`src/rtl/devsel_pkg.sv`:
```
package devsel_pkg;
   typedef enum logic [1:0] {
      AREA_NONE = 2'd0,
      AREA_MEM  = 2'd1,
      AREA_WP   = 2'd2,
      AREA_TEMP = 2'd3
   } area_e;

   typedef enum logic [1:0] {
      ST_IDLE,
      ST_ADDR,
      ST_ACK,
      ST_ACTIVE
   } fsm_e;
endpackage

```
`src/rtl/devsel_sync.sv`:
```
module devsel_sync #(
   parameter int STAGES = 2
) (
   input  logic clk,
   input  logic rst_n,
   input  logic din,
   output logic lvl,
   output logic prev
);
   logic [STAGES-1:0] chain;

   if (STAGES < 2) begin : g_bad_stages
      initial $fatal(1, "devsel_sync: STAGES must be at least 2");
   end

   for (genvar i = 0; i < STAGES; i++) begin : g_stage
      if (i == 0) begin : g_first
         always_ff @(posedge clk or negedge rst_n)
            if (!rst_n) chain[0] <= 1'b1;
            else        chain[0] <= din;
      end else begin : g_next
         always_ff @(posedge clk or negedge rst_n)
            if (!rst_n) chain[i] <= 1'b1;
            else        chain[i] <= chain[i-1];
      end
   end

   always_ff @(posedge clk or negedge rst_n)
      if (!rst_n) prev <= 1'b1;
      else        prev <= chain[STAGES-1];

   assign lvl = chain[STAGES-1];
endmodule

```
`src/rtl/devsel_buscond.sv`:
```
module devsel_buscond (
   input  logic scl_lvl,
   input  logic scl_prev,
   input  logic sda_lvl,
   input  logic sda_prev,
   output logic start_det,
   output logic stop_det
);
   logic scl_held_high;

   assign scl_held_high = scl_lvl & scl_prev;
   assign start_det     = scl_held_high & sda_prev & ~sda_lvl;
   assign stop_det      = scl_held_high & ~sda_prev & sda_lvl;
endmodule

```
`src/rtl/devsel_decode.sv`:
```
module devsel_decode
   import devsel_pkg::*;
#(
   parameter int            TYPE_W    = 4,
   parameter int            ADDR_W    = 3,
   parameter logic [TYPE_W-1:0] MEM_CODE  = 4'b1010,
   parameter logic [TYPE_W-1:0] WP_CODE   = 4'b0110,
   parameter logic [TYPE_W-1:0] TEMP_CODE = 4'b0011
) (
   input  logic [TYPE_W-1:0] dev_type,
   input  logic [ADDR_W-1:0] dev_addr,
   input  logic [ADDR_W-1:0] strap,
   input  logic              lock,
   output logic              match,
   output area_e             area
);
   localparam int N_AREAS = 3;
   localparam logic [N_AREAS*TYPE_W-1:0] CODES = {TEMP_CODE, WP_CODE, MEM_CODE};

   logic [N_AREAS-1:0] hit;
   logic               addr_eq;

   if (MEM_CODE == WP_CODE || MEM_CODE == TEMP_CODE || WP_CODE == TEMP_CODE) begin : g_bad_codes
      initial $fatal(1, "devsel_decode: type codes must be distinct");
   end

   for (genvar i = 0; i < N_AREAS; i++) begin : g_hit
      assign hit[i] = (dev_type == CODES[i*TYPE_W +: TYPE_W]);
   end

   assign addr_eq = (dev_addr == strap);

   always_comb begin
      area  = AREA_NONE;
      match = 1'b0;
      if (hit[0]) begin
         area  = AREA_MEM;
         match = addr_eq;
      end else if (hit[1]) begin
         area  = AREA_WP;
         match = ~lock;
      end else if (hit[2]) begin
         area  = AREA_TEMP;
         match = addr_eq;
      end
   end
endmodule

```
`src/rtl/devsel_fsm.sv`:
```
module devsel_fsm
   import devsel_pkg::*;
#(
   parameter int BYTE_W = 8
) (
   input  logic              clk,
   input  logic              rst_n,
   input  logic              scl_rise,
   input  logic              scl_fall,
   input  logic              sda_lvl,
   input  logic              start_det,
   input  logic              stop_det,
   input  logic              match,
   input  area_e             area_dec,
   output logic [BYTE_W-1:0] dev_byte,
   output logic              sda_pull,
   output logic              sel,
   output area_e             area,
   output logic              rnw,
   output logic              strobe
);
   localparam int CNT_W = $clog2(BYTE_W + 1);
   localparam logic [CNT_W-1:0] LAST_BIT = CNT_W'(BYTE_W - 1);

   fsm_e             state;
   logic [CNT_W-1:0] bit_cnt;
   logic             byte_done;

   always_ff @(posedge clk or negedge rst_n) begin
      if (!rst_n) begin
         state     <= ST_IDLE;
         bit_cnt   <= '0;
         byte_done <= 1'b0;
         dev_byte  <= '0;
         sda_pull  <= 1'b0;
         sel       <= 1'b0;
         area      <= AREA_NONE;
         rnw       <= 1'b0;
      end else if (start_det) begin
         state     <= ST_ADDR;
         bit_cnt   <= '0;
         byte_done <= 1'b0;
         dev_byte  <= '0;
         sda_pull  <= 1'b0;
         sel       <= 1'b0;
         area      <= AREA_NONE;
      end else if (stop_det) begin
         state     <= ST_IDLE;
         byte_done <= 1'b0;
         sda_pull  <= 1'b0;
         sel       <= 1'b0;
         area      <= AREA_NONE;
      end else begin
         case (state)
            ST_ADDR: begin
               if (scl_rise && !byte_done) begin
                  dev_byte <= {dev_byte[BYTE_W-2:0], sda_lvl};
                  bit_cnt  <= bit_cnt + 1'b1;
                  if (bit_cnt == LAST_BIT) byte_done <= 1'b1;
               end
               if (scl_fall && byte_done) begin
                  byte_done <= 1'b0;
                  if (match) begin
                     state    <= ST_ACK;
                     sda_pull <= 1'b1;
                     sel      <= 1'b1;
                     area     <= area_dec;
                     rnw      <= dev_byte[0];
                  end else begin
                     state    <= ST_IDLE;
                  end
               end
            end
            ST_ACK: begin
               if (scl_fall) begin
                  sda_pull <= 1'b0;
                  state    <= ST_ACTIVE;
               end
            end
            default: ;
         endcase
      end
   end

   always_ff @(posedge clk or negedge rst_n)
      if (!rst_n) strobe <= 1'b0;
      else        strobe <= scl_rise && (state == ST_ACTIVE) && !start_det && !stop_det;
endmodule

```
`src/rtl/i2c_devsel_decoder.sv`:
```
module i2c_devsel_decoder
   import devsel_pkg::*;
#(
   parameter int            SYNC_STAGES = 2,
   parameter int            TYPE_W      = 4,
   parameter int            ADDR_W      = 3,
   parameter logic [TYPE_W-1:0] MEM_CODE    = 4'b1010,
   parameter logic [TYPE_W-1:0] WP_CODE     = 4'b0110,
   parameter logic [TYPE_W-1:0] TEMP_CODE   = 4'b0011
) (
   input  logic              clk,
   input  logic              rst_n,
   input  logic              scl_i,
   input  logic              sda_i,
   input  logic [ADDR_W-1:0] strap_i,
   input  logic              wp_lock_i,
   output logic              sda_pull_o,
   output logic              sel_o,
   output logic [1:0]        area_o,
   output logic              rnw_o,
   output logic              bit_strobe_o
);
   localparam int BYTE_W = TYPE_W + ADDR_W + 1;

   logic [1:0]        pin_in;
   logic [1:0]        pin_lvl;
   logic [1:0]        pin_prev;
   logic              scl_rise, scl_fall;
   logic              start_det, stop_det;
   logic [BYTE_W-1:0] dev_byte;
   logic              dec_match;
   area_e             dec_area;
   area_e             area_q;

   assign pin_in = {sda_i, scl_i};

   for (genvar i = 0; i < 2; i++) begin : g_pin
      devsel_sync #(.STAGES(SYNC_STAGES)) u_sync (
         .clk  (clk),
         .rst_n(rst_n),
         .din  (pin_in[i]),
         .lvl  (pin_lvl[i]),
         .prev (pin_prev[i])
      );
   end

   assign scl_rise = pin_lvl[0] & ~pin_prev[0];
   assign scl_fall = ~pin_lvl[0] & pin_prev[0];

   devsel_buscond u_cond (
      .scl_lvl  (pin_lvl[0]),
      .scl_prev (pin_prev[0]),
      .sda_lvl  (pin_lvl[1]),
      .sda_prev (pin_prev[1]),
      .start_det(start_det),
      .stop_det (stop_det)
   );

   devsel_decode #(
      .TYPE_W   (TYPE_W),
      .ADDR_W   (ADDR_W),
      .MEM_CODE (MEM_CODE),
      .WP_CODE  (WP_CODE),
      .TEMP_CODE(TEMP_CODE)
   ) u_dec (
      .dev_type(dev_byte[BYTE_W-1 -: TYPE_W]),
      .dev_addr(dev_byte[ADDR_W:1]),
      .strap   (strap_i),
      .lock    (wp_lock_i),
      .match   (dec_match),
      .area    (dec_area)
   );

   devsel_fsm #(.BYTE_W(BYTE_W)) u_fsm (
      .clk      (clk),
      .rst_n    (rst_n),
      .scl_rise (scl_rise),
      .scl_fall (scl_fall),
      .sda_lvl  (pin_lvl[1]),
      .start_det(start_det),
      .stop_det (stop_det),
      .match    (dec_match),
      .area_dec (dec_area),
      .dev_byte (dev_byte),
      .sda_pull (sda_pull_o),
      .sel      (sel_o),
      .area     (area_q),
      .rnw      (rnw_o),
      .strobe   (bit_strobe_o)
   );

   assign area_o = area_q;
endmodule

```
`config.mk`:
```
export PLATFORM = sky130hd
export DESIGN_NAME = i2c_devsel_decoder
export DESIGN_NICKNAME = d
export VERILOG_FILES = /design/src/rtl/devsel_pkg.sv /design/src/rtl/devsel_sync.sv /design/src/rtl/devsel_buscond.sv /design/src/rtl/devsel_decode.sv /design/src/rtl/devsel_fsm.sv /design/src/rtl/i2c_devsel_decoder.sv
export SDC_FILE = /design/constraint.sdc
export NUM_CORES = 1
export LEC_CHECK = 0
export BUFFER_PORTS_ARGS = -buffer_cell sky130_fd_sc_hd__buf_4
export CAP_MARGIN = 25
export CORE_ASPECT_RATIO = 1.2
export CORE_MARGIN = 2
export CORE_UTILIZATION = 60
export CTS_CLUSTER_SIZE = 24
export DETAILED_ROUTE_END_ITERATION = 8
export HOLD_SLACK_MARGIN = 0.06
export PLACE_DENSITY = 0.91
export RECOVER_POWER = 100
export SETUP_SLACK_MARGIN = 0.15
export SYNTH_ARGS = -nofsm -noshare
export SYNTH_HDL_FRONTEND = slang
export SYNTH_HIERARCHICAL = 1
export SYNTH_SLANG_ARGS = --single-unit
```
`constraint.sdc`:
```
create_clock -name clk -period 4.7 [get_ports clk]
set_input_delay 0.47 -clock clk [delete_from_list [all_inputs] [get_ports clk]]
set_output_delay 0.47 -clock clk [all_outputs]
set_load 0.02 [all_outputs]
```
[Word-level counts from Yosys, hierarchy flattened]
Index checks and enable logic that the tools add are counted.
Widths: inputs -> output; s select.
Storage, ports and cells
  register bits after elaboration: 27
  input bits: 8
  output and inout port bits: 6
  word-level logic and storage cells: 104
Cells by class
  add/subtract/negate cells: 1
  equality and inequality tests: 12
  multiplexer cells: 40
  bitwise operators: 14
  reduce and logical (&&, ||, !) cells: 22
Operators with widths (number)
  $mux 8: 4
  $mux 2: 13
  $mux 1: 17
  $mux 4: 4
  $reduce_and 3->1: 4
  $reduce_bool 4->1: 3
  $reduce_bool 3->1: 3
  $eq 4x3->1 const B: 2
  $ne 4x1->1 const B: 2
  $and 1x1->1: 7
  $not 1->1: 7
  $logic_and 1x1->1: 5
  $reduce_and 5->1: 1
  $add 4x1->4 const B: 1
  $eq 2x2->1 const B: 2
  $eq 4x2->1 const B: 1
  $eq 4x4->1 const B: 1
  $ne 4x2->1 const B: 1
  $pmux 2 s2: 1
  $reduce_and 4->1: 1
  $reduce_bool 2->1: 2
  $eq 3x3->1: 1
  $logic_not 1->1: 3
  $eq 2x1->1 const B: 1
  2 further kinds: 2

[Depth between registers and ports, before layout]
  word-level depth: 9
  gate-level depth with buffers: 7
  mapped depth without buffers: 7

[Modules after synthesis]
Netlist, hierarchy kept.
By module, submodules not included
  devsel_fsm: instances 1, cells an instance 105, area each 1022.2 um^2, seq. area each 525.5 um^2
  devsel_sync: instances 2, cells an instance 3, area each 78.8 um^2, seq. area each 78.8 um^2
  devsel_decode: instances 1, cells an instance 11, area each 88.8 um^2, seq. area each 0.0 um^2
  devsel_buscond: instances 1, cells an instance 2, area each 20.0 um^2, seq. area each 0.0 um^2
  i2c_devsel_decoder: instances 1, cells an instance 2, area each 15.0 um^2, seq. area each 0.0 um^2

[Least setup slack after synthesis]
OpenSTA, ideal clock, no wires.
  kind: flip-flop to flip-flop
  start: register u_fsm.dev_byte[7]
  end: register u_fsm.rnw
  library setup time: 0.125 ns
  arrival: 1.576 ns
  required time: 4.575 ns
  path slack: 2.999 ns
  stages on the path, launching flop included: 7
  buffers on the path: 0
  clock period less this slack: 1.701 ns
  cells stage by stage: dfrtp_1 or2b_1 nor4b_1 a21o_1 nand2_1 nor4_1 mux2_2
Between the ends
  word-level cells in the longest chain between the ends: 5
  elaborated cells on any way between the ends: 7
  classes of those cells: 3 x eq/ne; 3 x mux; 1 x reduce/logical
Ends and longest elaborated chain
  from (decl): RTL line devsel_fsm.sv:15  | output logic [BYTE_W-1:0] dev_byte,
  from (signal assigned): RTL line devsel_fsm.sv:57  | dev_byte <= {dev_byte[BYTE_W-2:0], sda_lvl};
  $eq 4x2->1: RTL line devsel_decode.sv:28  | assign hit[i] = (dev_type == CODES[i*TYPE_W +: TYPE_W]);
  $mux 1: RTL line devsel_decode.sv:42  | end else if (hit[2]) begin
  $mux 1: RTL line devsel_decode.sv:39  | end else if (hit[1]) begin
  $mux 1 *: RTL line devsel_decode.sv:36  | if (hit[0]) begin
  via dec_match: RTL line i2c_devsel_decoder.sv:31  | logic dec_match;
  $reduce_and 5->1 (no line) *
  to (signal assigned): RTL line devsel_fsm.sv:68  | rnw <= dev_byte[0];
  to (decl): RTL line devsel_fsm.sv:19  | output logic rnw,
Mark *: on every way through the listed nets, which the timed path passes. The rest lies on a longest branch.
A chain may end at the register's enable or synchronous reset.

[Final worst setup path]
  start: register g_pin[0].u_sync.chain[1]
  end: register u_fsm.bit_cnt[3]
Between the ends
  elaborated cells on any way between the ends: 12
  classes of those cells: 1 x eq/ne; 1 x mux; 6 x bitwise; 4 x reduce/logical
RTL lines
  from (decl): RTL line devsel_sync.sv:10  | logic [STAGES-1:0] chain;
  from (signal, indexed assignment): RTL line devsel_sync.sv:24  | else chain[i] <= chain[i-1];
  $and 1x1->1: RTL line i2c_devsel_decoder.sv:47  | assign scl_rise = pin_lvl[0] & ~pin_prev[0];
  via scl_rise: RTL line i2c_devsel_decoder.sv:28  | logic scl_rise, scl_fall;
  $logic_and 1x1->1: RTL line devsel_fsm.sv:56  | if (scl_rise && !byte_done) begin
  $reduce_bool 2->1 (no line)
  $reduce_and 3->1 (no line)
  to (signal assigned): RTL line devsel_fsm.sv:58  | bit_cnt <= bit_cnt + 1'b1;
  to (decl): RTL line devsel_fsm.sv:26  | logic [CNT_W-1:0] bit_cnt;
The timed path passes the listed nets, and every way through them passes these cells.

==> impl_metrics.tcl <==
set metrics [dict create \
    viasPerCell 5.53 \
    max_slew_margin 0.0778 \
    netlist_top_cells_area "dfrtp_1, dfstp_2, nand2_1" \
    r2r_start "g_pin[0].u_sync/lvl" \
    holdPathStages 1 \
    final-max-slew-violation-count 0 \
    crit_type "reg -> reg" \
    hold_violations 0 \
    netlist_area_um2 1300 \
    antenna_found_initial 0 \
    cts.clk_slew.worst_paths_ns 0.14 \
    htree_levels 1 \
    synth_cells 126 \
    numClockSinks 27 \
    fin_hold_ws_ns 0.233 \
    cts_made_buffers 3 \
    post_cts_buffers 0 \
    fmax_mhz 522 \
    end_kind "register" \
    grt_max_degree 28 \
    synth_top_area_share 0.403 \
    grt_pass1_vias 850 \
    fin_worst_skew_ns 0.00118 \
    ff2ff_path_depth 5 \
    pin_count 14 \
    rsz0062_at_grt "false" \
    wl_per_cell_um 13.8 \
    maxCapViolCount 0 \
    routed_wl_um 2340 \
    synth_nets 139 \
    grt-ovfl-total 0 \
    initial_core_util 0.636 \
    worst_slack_ns 2.79 \
    area_growth_pct 9.69 \
    holdCritPathClass "in -> reg" \
    tritoncts "built" \
    ff2ff_setup_slack_ns 2.79 \
    regToRegEndpoint "u_fsm/bit_cnt[3]" \
    yosysMostFrequentCell "nand2_1" \
    place_ws_ns 2.76 \
    cts.path.max_buffers 2 \
    critPathTopFamily "simple AND/OR/NAND/NOR gates" \
    synth_flop_cell "dfrtp_1" \
    diodes 0 \
    powerDensity_nw_per_um2 403 \
    power.leakage_nw 0.647 \
    start_kind "register" \
    hp-start "scl_i" \
    min_period_ns 1.91 \
    coreArea_um2 2050 \
    vias 940 \
    io_buffers 13 \
    dieHeight_um 55.1 \
    peakVddDrop_uv 285 \
    synth_edf_count 0 \
    setup_tns_ns 0 \
    rows 18 \
    dpl.hpwl_um 1710 \
    avgSynthCellArea_um2 10.3 \
    drc_errors 0 \
    drive_gt1_frac 0.157 \
    worstPathMaxFanout 12 \
    setup_viol 0 \
    cts_resized 0 \
    clkLatencyLatePin_ns 0.32 \
    arrival_ns 2.12 \
    drtPass1Iterations 4 \
    ys_warn_count 6 \
    seq_area_frac_synth 0.524 \
    min_to "g_pin[0].u_sync/chain[0]" \
    synth-seq-cells 27 \
    synth_common_cells "nand2_1, dfrtp_1, a21oi_1" \
    worst_slew_pin_slew_ns 1.38 \
    yosysTopAreaCell "dfrtp_1" \
    yosysUniqueCellTypes 39 \
    place_congestion 0.797 \
    track_usage 0.212 \
    ctsRootBufferMaster "clkbuf_4" \
    layout.nets 154 \
    worst-path-buf-inv 0 \
    drt_iter0_markers 29 \
    dieArea_um2 2560 \
    slowest_stage "dfstp_1" \
    grt_first_pass_wirelength_um 3770 \
    cp_slowest_stage_delay_ns 0.58 \
    die_x_um 46.6 \
    worstPathRequired_ns 4.90 \
    status "complete, no violations" \
    async_flop_share 1.00 \
    period_share 0.407 \
    cp_cell_sequence "nor2b_1 > and4bb_1 > nand4_1 > xor2_1 > nor2_1" \
    ant_nets 0 \
]
==> metrics by stage <==
stage / area (µm²) / utilization / cells / total power [mW]
2_1_floorplan: 1300 / - / 126 / 0.440
3_3_place_gp: 1420 / 0.693 / 165 / 0.474
3_5_place_dp: 1420 / 0.693 / 165 / 0.490
4_1_cts: 1460 / 0.711 / 170 / 0.591
5_1_grt: 1430 / 0.698 / 170 / 0.614
6_report: 1430 / 0.698 / 170 / 0.577
==> sequential cells by signal, summed over array words and instances (netlist names) <==
name	flops
u_fsm/rnw	1
u_fsm/strobe	1
g_pin.u_sync/chain	2
u_fsm/byte_done	1
u_fsm/dev_byte	8
u_fsm/area	2
u_fsm/sda_pull	1
u_fsm/sel	1
u_fsm/bit_cnt	4
u_fsm/state	2
g_pin.u_sync/lvl	2
g_pin.u_sync/prev	2
==> final cells by class <==
cell class                 count  area (µm²)
multi-input combinational     90         582
tap                           30        37.5
inverter                       5        18.8
clock buffer                   3        22.5
sequential                    27         683
clock inverter                 1        5.00
timing repair buffer          14        81.3
fill                         161         619
==> worst reg2reg max path: cells and delay by family, from the launching register on <==
| family | cells | cell delay (ns) |
|---|---|---|
| xor gates and xnor gates | 1 | 0.16 |
| and+or+nand+nor | 4 | 1.06 |
| DFF | 1 | 0.58 |
==> where the power goes <==
part	switching (mW)	internal, mW	total (mW)
Combinational	0.102	0.0791	0.181
Sequential	0.0290	0.268	0.297
Clock	0.0664	0.0320	0.0984
Total	0.198	0.379	0.577
==> layer usage <==
layer	track usage	vias to the layer above	wire length [µm]	share of wire
met5	0	-	0	0
li1	-	459	-	-
met4	0.119	0	29	0.012
met1	0.267	457	986	0.42
met2	0.347	20	1250	0.53
met3	0.0260	4	77	0.033
==> how the worst max path moves through the flow <==
| stage | slack [ns] | depth (start not counted) | end | from |
|---|---|---|---|---|
| 6_report | 2.79 | 5 | u_fsm/bit_cnt[3] | g_pin[0].u_sync/lvl |
| 3_5_place_dp | 2.76 | 7 | u_fsm/rnw | strap_i[0] |
| 3_3_place_gp | 2.85 | 7 | u_fsm/rnw | strap_i[0] |
| 2_1_floorplan | 3.00 | 6 | u_fsm/rnw | u_fsm/dev_byte[7] |
| 5_1_grt | 2.59 | 2 | u_fsm/sda_pull | rst_n |
| 4_1_cts | 2.83 | 6 | u_fsm/rnw | u_fsm/dev_byte[7] |
==> logic make-up after synthesis <==
group                      synth area share
xor gates and xnor gates             0.0537
AOI/OAI and AO/OA                    0.0950
DFF                                   0.524
muxes                               0.00864
buffers and inverters                0.0288
and+or+nand+nor                       0.242
adders and majority gates            0.0480
==> timing repair <==
| item | CTS | global route |
|---|---|---|
| endpoints found under the hold margin | 21 | 0 |
| hold buffers | 1 | 0 |
| endpoints found under the setup margin | 0 | 0 |
==> layout by cell type, fill, tap and decap left out, drive strengths merged, types with 2 or more instances in the layout <==
cell	count
dfrtp	21
clkbuf	12
a21oi	10
xnor2	3
nor2b	2
nand3	4
ha	5
and4b	2
dfstp	6
xor2	5
nand4	3
or2b	2
buf	4
nor3	4
inv	5
a21boi	2
nor2	6
nand2	25
Power figures use the tool's default switching activity.
